==> src/rtl/bfi_pkg.sv <==
package bfi_pkg;
    typedef enum logic [1:0] {
        ST_IDLE  = 2'd0,
        ST_WRITE = 2'd1,
        ST_SKIP  = 2'd2,
        ST_FAULT = 2'd3
    } bfi_state_e;

    typedef struct packed {
        logic fault;
        logic empty;
    } bfi_class_t;
endpackage

==> src/rtl/bfi_classify.sv <==
module bfi_classify #(
    parameter int WORD_W = 32,
    parameter int SIZE_W = 8,
    localparam int POS_W = $clog2(WORD_W),
    localparam int LEN_W = $clog2(WORD_W) + 1
) (
    input  logic [WORD_W-1:0] pos_i,
    input  logic [SIZE_W-1:0] size_i,
    output bfi_pkg::bfi_class_t cls_o,
    output logic [POS_W-1:0]  pos_lo_o,
    output logic [LEN_W-1:0]  len_o
);
    logic size_zero;
    logic size_big;
    logic pos_big;

    always_comb begin
        size_zero = (size_i == '0);
        size_big  = (32'(size_i) > 32'(WORD_W));
        pos_big   = (pos_i > WORD_W'(WORD_W - 1));
        // Zero width wins over a bad position; width check is independent.
        cls_o.empty = size_zero;
        cls_o.fault = size_big || (!size_zero && pos_big);
        pos_lo_o    = pos_i[POS_W-1:0];
        len_o       = size_big ? '0 : size_i[LEN_W-1:0];
    end
endmodule

==> src/rtl/bfi_mask_gen.sv <==
module bfi_mask_gen #(
    parameter int WORD_W = 32,
    localparam int POS_W = $clog2(WORD_W),
    localparam int LEN_W = $clog2(WORD_W) + 1,
    localparam int PAIR_W = 2 * WORD_W,
    localparam int IDX_W = $clog2(PAIR_W) + 1
) (
    input  logic [POS_W-1:0]  pos_i,
    input  logic [LEN_W-1:0]  len_i,
    output logic [PAIR_W-1:0] mask_o,
    output logic              hit_lo_o,
    output logic              hit_hi_o
);
    logic [IDX_W-1:0] lo_idx;
    logic [IDX_W-1:0] hi_idx;

    always_comb begin
        lo_idx = IDX_W'(pos_i);
        hi_idx = IDX_W'(pos_i) + IDX_W'(len_i);
    end

    for (genvar b = 0; b < PAIR_W; b++) begin : g_bit
        localparam logic [IDX_W-1:0] BIDX = IDX_W'(b);
        assign mask_o[b] = (BIDX >= lo_idx) && (BIDX < hi_idx);
    end

    assign hit_lo_o = |mask_o[WORD_W-1:0];
    assign hit_hi_o = |mask_o[PAIR_W-1:WORD_W];
endmodule

==> src/rtl/bfi_merge.sv <==
module bfi_merge #(
    parameter int WORD_W = 32,
    localparam int POS_W = $clog2(WORD_W),
    localparam int PAIR_W = 2 * WORD_W
) (
    input  logic [WORD_W-1:0] src_i,
    input  logic [POS_W-1:0]  pos_i,
    input  logic [PAIR_W-1:0] mask_i,
    input  logic [PAIR_W-1:0] base_i,
    output logic [PAIR_W-1:0] merged_o
);
    logic [PAIR_W-1:0] placed;

    always_comb begin
        placed   = {{WORD_W{1'b0}}, src_i} << pos_i;
        merged_o = (base_i & ~mask_i) | (placed & mask_i);
    end
endmodule

==> src/rtl/bfi_insert_unit.sv <==
module bfi_insert_unit #(
    parameter int WORD_W = 32,
    parameter int SIZE_W = 8,
    parameter int FLAG_W = 4,
    localparam int POS_W = $clog2(WORD_W),
    localparam int LEN_W = $clog2(WORD_W) + 1,
    localparam int PAIR_W = 2 * WORD_W
) (
    input  logic              clk,
    input  logic              rst_n,
    input  logic              req_valid,
    input  logic [WORD_W-1:0] src_i,
    input  logic [WORD_W-1:0] pos_i,
    input  logic [SIZE_W-1:0] size_i,
    input  logic [PAIR_W-1:0] base_i,
    input  logic [FLAG_W-1:0] flags_i,
    output logic [PAIR_W-1:0] result_o,
    output logic              we_lo_o,
    output logic              we_hi_o,
    output logic              fault_o,
    output logic              done_o,
    output logic [FLAG_W-1:0] flags_o
);
    import bfi_pkg::*;

    bfi_class_t        cls;
    logic [POS_W-1:0]  pos_lo;
    logic [LEN_W-1:0]  len;
    logic [PAIR_W-1:0] mask;
    logic              hit_lo;
    logic              hit_hi;
    logic [PAIR_W-1:0] merged;

    bfi_state_e        state_q;
    bfi_state_e        state_d;
    logic [PAIR_W-1:0] result_q;
    logic              hit_lo_q;
    logic              hit_hi_q;
    logic [FLAG_W-1:0] flags_q;

    bfi_classify #(.WORD_W(WORD_W), .SIZE_W(SIZE_W)) u_cls (
        .pos_i    (pos_i),
        .size_i   (size_i),
        .cls_o    (cls),
        .pos_lo_o (pos_lo),
        .len_o    (len)
    );

    bfi_mask_gen #(.WORD_W(WORD_W)) u_mask (
        .pos_i    (pos_lo),
        .len_i    (len),
        .mask_o   (mask),
        .hit_lo_o (hit_lo),
        .hit_hi_o (hit_hi)
    );

    bfi_merge #(.WORD_W(WORD_W)) u_merge (
        .src_i    (src_i),
        .pos_i    (pos_lo),
        .mask_i   (mask),
        .base_i   (base_i),
        .merged_o (merged)
    );

    // Next-state selection: every state leaves the same way.
    always_comb begin
        state_d = ST_IDLE;
        unique case (state_q)
            ST_IDLE, ST_WRITE, ST_SKIP, ST_FAULT: begin
                if (!req_valid)     state_d = ST_IDLE;
                else if (cls.fault) state_d = ST_FAULT;
                else if (cls.empty) state_d = ST_SKIP;
                else                state_d = ST_WRITE;
            end
        endcase
    end

    // State register.
    always_ff @(posedge clk) begin
        if (!rst_n) state_q <= ST_IDLE;
        else        state_q <= state_d;
    end

    // Captured request data.
    always_ff @(posedge clk) begin
        if (!rst_n) begin
            result_q <= '0;
            hit_lo_q <= 1'b0;
            hit_hi_q <= 1'b0;
            flags_q  <= '0;
        end else if (req_valid) begin
            result_q <= (cls.fault || cls.empty) ? base_i : merged;
            hit_lo_q <= hit_lo;
            hit_hi_q <= hit_hi;
            flags_q  <= flags_i;
        end
    end

    // Outputs decoded from the state.
    always_comb begin
        result_o = result_q;
        flags_o  = flags_q;
        we_lo_o  = 1'b0;
        we_hi_o  = 1'b0;
        fault_o  = 1'b0;
        done_o   = 1'b0;
        unique case (state_q)
            ST_IDLE: ;
            ST_WRITE: begin
                done_o  = 1'b1;
                we_lo_o = hit_lo_q;
                we_hi_o = hit_hi_q;
            end
            ST_SKIP: done_o = 1'b1;
            ST_FAULT: begin
                done_o  = 1'b1;
                fault_o = 1'b1;
            end
        endcase
    end
endmodule

==> config.mk <==
export PLATFORM = sky130hd
export DESIGN_NAME = bfi_insert_unit
export DESIGN_NICKNAME = d
export VERILOG_FILES = /design/src/rtl/bfi_pkg.sv /design/src/rtl/bfi_classify.sv /design/src/rtl/bfi_mask_gen.sv /design/src/rtl/bfi_merge.sv /design/src/rtl/bfi_insert_unit.sv
export SDC_FILE = /design/constraint.sdc
export NUM_CORES = 1
export LEC_CHECK = 0
export BUFFER_PORTS_ARGS = -buffer_cell sky130_fd_sc_hd__buf_2
export CORE_MARGIN = 4
export CORE_UTILIZATION = 35
export DETAILED_ROUTE_END_ITERATION = 6
export SLEW_MARGIN = 30
export SYNTH_ARGS = -nofsm -noshare
export SYNTH_HDL_FRONTEND = slang
export SYNTH_HIERARCHICAL = 1
export SYNTH_SLANG_ARGS = --single-unit
==> constraint.sdc <==
create_clock -name clk -period 5 [get_ports clk]
set_clock_uncertainty 0.1 [all_clocks]
set_input_delay 1.25 -clock clk [delete_from_list [all_inputs] [get_ports clk]]
set_output_delay 1.25 -clock clk [all_outputs]
set_load 0.01 [all_outputs]
---- Yosys cells after proc, flatten, opt, wreduce, memory -nomap -nowiden ----
Index checks and enable logic that the tools add are counted.
storage, ports and cells
  logic and storage cells ................. 228
  register bits ........................... 72
  latch bits .............................. 0
  memory bits (read-only) ................. 0
  bits in writable memories ............... 0
  output and inout port bits .............. 72
  memories ................................ 0
  input port bits ......................... 143
cells by class
  eq/ne operators ......................... 3
  bitwise logic cells ..................... 4
  shifts and indexed selects .............. 1
  add/sub/neg operators ................... 1
  reduce and logical (&&, ||, !) cells .... 74
  multipliers ............................. 0
  order comparisons ....................... 130
  div/mod/pow operators ................... 0
  muxes and demuxes ....................... 10
operators with widths
  cell                                                               count
  less-than comparator 6 x 7 -> 1 bit (first input constant)         32
  greater-or-equal comparator 6 x 5 -> 1 bit (first input constant)  32
  bitwise AND 64 bit                                                 2
  less-than comparator 5 x 7 -> 1 bit (first input constant)         16
  greater-or-equal comparator 5 bit (first input constant)           16
  logical AND 1 bit                                                  65
  2-to-1 mux 64 bit                                                  1
  NOT 64 bit                                                         1
  bitwise OR 64 bit                                                  1
  OR reduction 32 bit                                                2
  << shifter 32 x 5 -> 64 bit                                        1
  less-than comparator 4 x 7 -> 1 bit (first input constant)         8
  greater-or-equal comparator 4 x 5 -> 1 bit (first input constant)  8
  > comparator 32 x 5 -> 1 bit (second input constant)               1
  less-than comparator 3 x 7 -> 1 bit (first input constant)         4
  greater-or-equal comparator 3 x 5 -> 1 bit (first input constant)  4
  less-than comparator 1 x 7 -> 1 bit (first input constant)         2
  less-than comparator 2 x 7 -> 1 bit (first input constant)         2
  greater-or-equal comparator 1 x 5 -> 1 bit (first input constant)  2
  greater-or-equal comparator 2 x 5 -> 1 bit (first input constant)  2
  > comparator 8 x 6 -> 1 bit (second input constant)                1
  logical NOT 8 bit                                                  1
  2-to-1 mux 2 bit                                                   4
  adder 5 x 6 -> 7 bit                                               1
  other kinds (9)                                                    14

---- Longest topological paths before layout ----
  depth after elaboration ................. 9
  depth in mapped cells ................... 18
  gate-level depth less buffers ........... 16

---- Modules after synthesis ----
The synthesis kept the hierarchy.
modules (own cells, without submodules)
  module           sequential area each (um^2)  cells each  area an instance (um^2)  times used
  bfi_insert_unit  1,441.4                      399         3,448.3                  1
  bfi_merge        0.0                          401         3,139.3                  1
  bfi_mask_gen     0.0                          240         1,466.4                  1
  bfi_classify     0.0                          29          195.2                    1

---- Least setup slack after synthesis ----
No wires, ideal clock.
  path type ............................... input port to flip-flop
  start point ............................. input size_i[6]
  end point ............................... register result_q[40] (netlist: result_o[40])
  path slack .............................. 347 ps
  arrival time ............................ 4,479 ps
  data required time ...................... 4,826 ps
  setup time .............................. 74 ps
  buffers on the path ..................... 2
  cell stages on the path ................. 18
  cell sequence ........................... nor3_2 -> and2_1 -> ha_1 -> fa_1 -> buf_6 -> a211oi_4 -> nor3b_4 -> o21ai_1 -> nand2_1 -> nor3_2 -> or2_1 -> buf_2 -> a21oi_1 -> nor2b_1 -> a31oi_1 -> o21ai_0 -> or3b_1 -> a31oi_1
on the way
  cells in the longest elaborated chain, start to end .. 9
  elaborated cells between the ends (all ways) .. 15
  those cells by class .................... 1 x add/sub; 2 x order compare; 2 x mux; 4 x bitwise; 6 x reduce/logical
RTL lines
  element                                  RTL line               RTL
  start, declared                          bfi_insert_unit.sv:14  input logic [SIZE_W-1:0] size_i,
  > comparator 8 x 6 -> 1 bit (*)          bfi_classify.sv:19     size_big = (32'(size_i) > 32'(WORD_W));
  2-to-1 mux 6 bit (*)                     bfi_classify.sv:25     len_o = size_big ? '0 : size_i[LEN_W-1:0];
  via len[0]                               bfi_insert_unit.sv:28  logic [LEN_W-1:0] len;
  adder 5 x 6 -> 7 bit (*)                 bfi_mask_gen.sv:19     hi_idx = IDX_W'(pos_i) + IDX_W'(len_i);
  less-than comparator 6 x 7 -> 1 bit (*)  bfi_mask_gen.sv:24     assign mask_o[b] = (BIDX >= lo_idx) && (BIDX < hi_idx);
  logical AND 1 bit (*)                    bfi_mask_gen.sv:24
  via mask[40]                             bfi_insert_unit.sv:29  logic [PAIR_W-1:0] mask;
  NOT 64 bit                               bfi_merge.sv:16        merged_o = (base_i & ~mask_i) | (placed & mask_i);
  bitwise AND 64 bit                       bfi_merge.sv:16
  bitwise OR 64 bit (*)                    bfi_merge.sv:16
  via merged[40]                           bfi_insert_unit.sv:32  logic [PAIR_W-1:0] merged;
  2-to-1 mux 64 bit (*)                    bfi_insert_unit.sv:92  result_q <= (cls.fault || cls.empty) ? base_i : merged;
  end signal, assigned                     bfi_insert_unit.sv:92
  end, declared                            bfi_insert_unit.sv:36  logic [PAIR_W-1:0] result_q;
Mark *: on every way through the listed nets, which the timed path passes. The rest lies on a longest branch.
A chain may end at the register's enable or synchronous reset.

---- Worst setup path after layout ----
  start point ............................. input size_i[5]
  end point ............................... register result_q[45] (netlist: result_o[45])
Same word-level chain as after synthesis.

==> flow_summary.json <==
{
  "ys_ff_latch": 72,
  "grt_pass1_wl_um": 51500,
  "syn_avg_cell_area_sq_um": 7.72,
  "grtUsageTotal_pct": 25.0,
  "firstDrtPassIters": 5,
  "clock_latency_ns": 0.35,
  "worst_pin_slew_ns": 0.829,
  "critPathMaxFanout": 7,
  "gp_congestion": 0.945,
  "endpoint_kind": "flip-flop",
  "netlist_instances": 1069,
  "synth_top_area_cell": "dfxtp_1",
  "fin_crit_sh_pct": 92.2,
  "critical_path_class": "primary input to flip-flop",
  "drive_gt1_share_pct": 30.4,
  "rows": 55,
  "synthDistinctLibCells": 82,
  "syn_to_final_growth_pct": 21.1,
  "synth_ff_type": "dfxtp_1",
  "postCtsResizedCells": 0,
  "syn_nets": 1218,
  "cts_buffer_depth": 2,
  "overflow": 0,
  "slew_viol_final": 0,
  "post_drt_via_cell_ratio": 6.01,
  "cp_data_required_time_ns": 5.18,
  "setup_viol": 0,
  "dp_hpwl_um": 25400,
  "port_buffers": 214,
  "netlist_area_sq_mm": 0.00825,
  "p_per_area_mw_per_mm2": 224,
  "outcome": "completed",
  "synth-async-reset-ratio_pct": 0,
  "synth_top_cell_area_share_pct": 17.5,
  "synth-seq-area-share_pct": 17.5,
  "vdd_drop_max_uv": 149,
  "crit_path_frequent_cell": "nor3_2",
  "grt_pass1_vias": 8750,
  "hold_viol": 0,
  "die_area_sq_mm": 0.0261,
  "die_x_um": 162,
  "fin_tns_setup_ns": 0,
  "cp_slowest_cell": "a221o_1",
  "wirelength_um": 34100,
  "slew_headroom_pct": 44.7,
  "post-cts-setup-buffers": 0,
  "start_util_pct": 36.0,
  "synth_edf_count": 0,
  "die_y_um": 162,
  "antennaDiodeCount": 0,
  "ant_nets": 0,
  "grt_max_degree": 131,
  "yosys_warnings": 6,
  "path_cells": "buf_2 > nor3_2 > and2_1 > ha_1 > a21o_1 > a221o_1 > xor2_1 > nand2_1 > nor3_2 > or2_1 > buf_4 > a21oi_1 > o211ai_1 > o21a_1 > or3b_1 > a31oi_1",
  "power_mw": 2.24,
  "first_iter_violations": 930,
  "synthTopCellsByArea": "dfxtp_1 17%, o21ai_0 10%, mux4_2 9.6%",
  "min_period_ns": 4.61,
  "hold_class": "flip-flop to flip-flop",
  "cts-root-buf": "clkbuf_16",
  "rsz0062_at_grt": "no",
  "holdBufCountCts": 0,
  "numCtsBuffers": 9,
  "h-tree-depth": 3,
  "cts_tree": "yes",
  "clk_pin_slew_ns": 0.06,
  "maxCapViolations": 0,
  "timing.critical_path.from_type": "primary input",
  "finalNetCount": 1396,
  "drc": 0,
  "antenna_found_initial": 2,
  "crit_path_max_incr_delay_ns": 0.39,
  "vias": 9407,
  "routedWlPerCell_um": 21.8,
  "fmax_mhz": 217,
  "power.leakage_nw": 4.17,
  "io_pins": 215,
  "coreArea_sq_mm": 0.0229,
  "arrival_ns": 4.79,
  "cts_sinks": 72
}
[Yosys cell counts (all sizes together), types with 4 or more instances]
cell / instances
o31ai: 7
clkbuf: 61
mux2i: 48
nor3: 17
mux4: 37
buf: 49
o211ai: 8
nand2: 58
nor2: 49
or2: 8
nand2b: 10
a31oi: 71
o21a: 10
o21ai: 175
a21o: 5
mux2: 28
o22ai: 16
nor2b: 13
dfxtp: 72
a22oi: 9
a2bb2oi: 4
ha: 5
nor4: 11
o221ai: 8
a21oi: 76
nand4: 4
or3b: 64
a211oi: 11
inv: 44
and3: 4
nand3: 25
and2: 13
[cells by family (layout without fill, tap and decap cells)]
| kind of cell | count (synthesis) | after routing | share of synthesized area [%] |
|---|---|---|---|
| XOR/XNOR | 3 | 3 | 0.319 |
| AO/OA/AOI/OAI | 429 | 429 | 31.4 |
| AND/OR/NAND/NOR | 290 | 290 | 20.8 |
| flip-flops | 72 | 72 | 17.5 |
| multiplexers | 113 | 113 | 19.8 |
| buffers and inverters | 156 | 339 | 9.22 |
| adder cells (fa/ha/maj) | 6 | 6 | 1.00 |
[stage by stage]
stage,hold slack [ns],instance area (sq um),cells,setup WS [ns],util [%]
3_3_place_gp,0.394,9630,1549,0.142,42.0
6_report,0.422,9990,1565,0.390,43.6
2_1_floorplan,0.375,8250,1069,0.347,-
5_1_grt,0.445,9990,1565,0.0568,43.6
3_5_place_dp,0.414,9630,1549,0.0971,42.0
4_1_cts,0.427,9980,1565,0.475,43.5
[cell usage in the layout, fill, tap and decap left out, types with 4 or more instances in the layout]
master / instances
buf_4: 61
nand3_1: 25
or2_2: 6
nand2b_1: 10
a22oi_1: 9
o221ai_1: 8
clkbuf_16: 9
and2_1: 12
nand4_1: 4
mux4_2: 35
dfxtp_1: 72
buf_2: 212
a31oi_1: 71
o31ai_1: 6
o22ai_1: 16
nor2_1: 48
a2bb2oi_1: 4
o211ai_1: 8
nor4_1: 10
a21oi_1: 74
ha_1: 5
o21ai_0: 170
mux2i_1: 48
o21a_1: 10
a21o_1: 5
nand2_1: 58
mux2_2: 28
or3b_1: 64
inv_1: 42
nor2b_1: 13
nor3_1: 14
a211oi_1: 8
o21ai_1: 5
[worst max-delay path, delay by kind of cell]
kind	cells	cell delay, ns
AO/OA/AOI/OAI	6	1.09
XOR/XNOR	1	0.36
adder cells (fa/ha/maj)	1	0.27
buffers and inverters	2	0.27
AND/OR/NAND/NOR	6	1.55
[registers in the layout, summed over array words and instances, names as in the netlist]
signal / flops
flags_o: 4
hit_hi_q: 1
hit_lo_q: 1
result_o: 64
state_q: 2
[where the power goes]
part	internal (mW)	switching, mW	total (mW)
Clock	0.491	0.285	0.776
Combinational	0.340	0.488	0.828
Sequential	0.613	0.0221	0.635
[per-layer routing]
layer	track usage (%)	part of all wire, %	vias to the layer above
li1	-	-	4426
met1	36.6	45	4458
met2	36.5	43	443
met3	4.31	8.9	76
met4	9.81	3.4	4
met5	0	0.079	-
[final timing paths]
path / to / start / cells past startpoint / slack [ns]
hold reg to reg: flags_o[3]$_SDFFE_PN0P_ / flags_o[3]$_SDFFE_PN0P_ / 2 / 0.42
setup reg to reg: result_o[24]$_SDFFE_PN0P_ / result_o[24]$_SDFFE_PN0P_ / 2 / 4.10
hold / removal: flags_o[3]$_SDFFE_PN0P_ / flags_o[3]$_SDFFE_PN0P_ / 2 / 0.42
setup / recovery: result_o[45]$_SDFFE_PN0P_ / size_i[5] / 16 / 0.39
[cell type report]
type,count,area [sq um]
tap,313,392
clock buffer,10,229
clock inverter,6,115
inverter,46,173
multi-input combinational,841,6060
timing repair buffer,277,1570
fill,2380,12900
sequential,72,1440
Note: power is estimated with default switching activity, not from simulation.
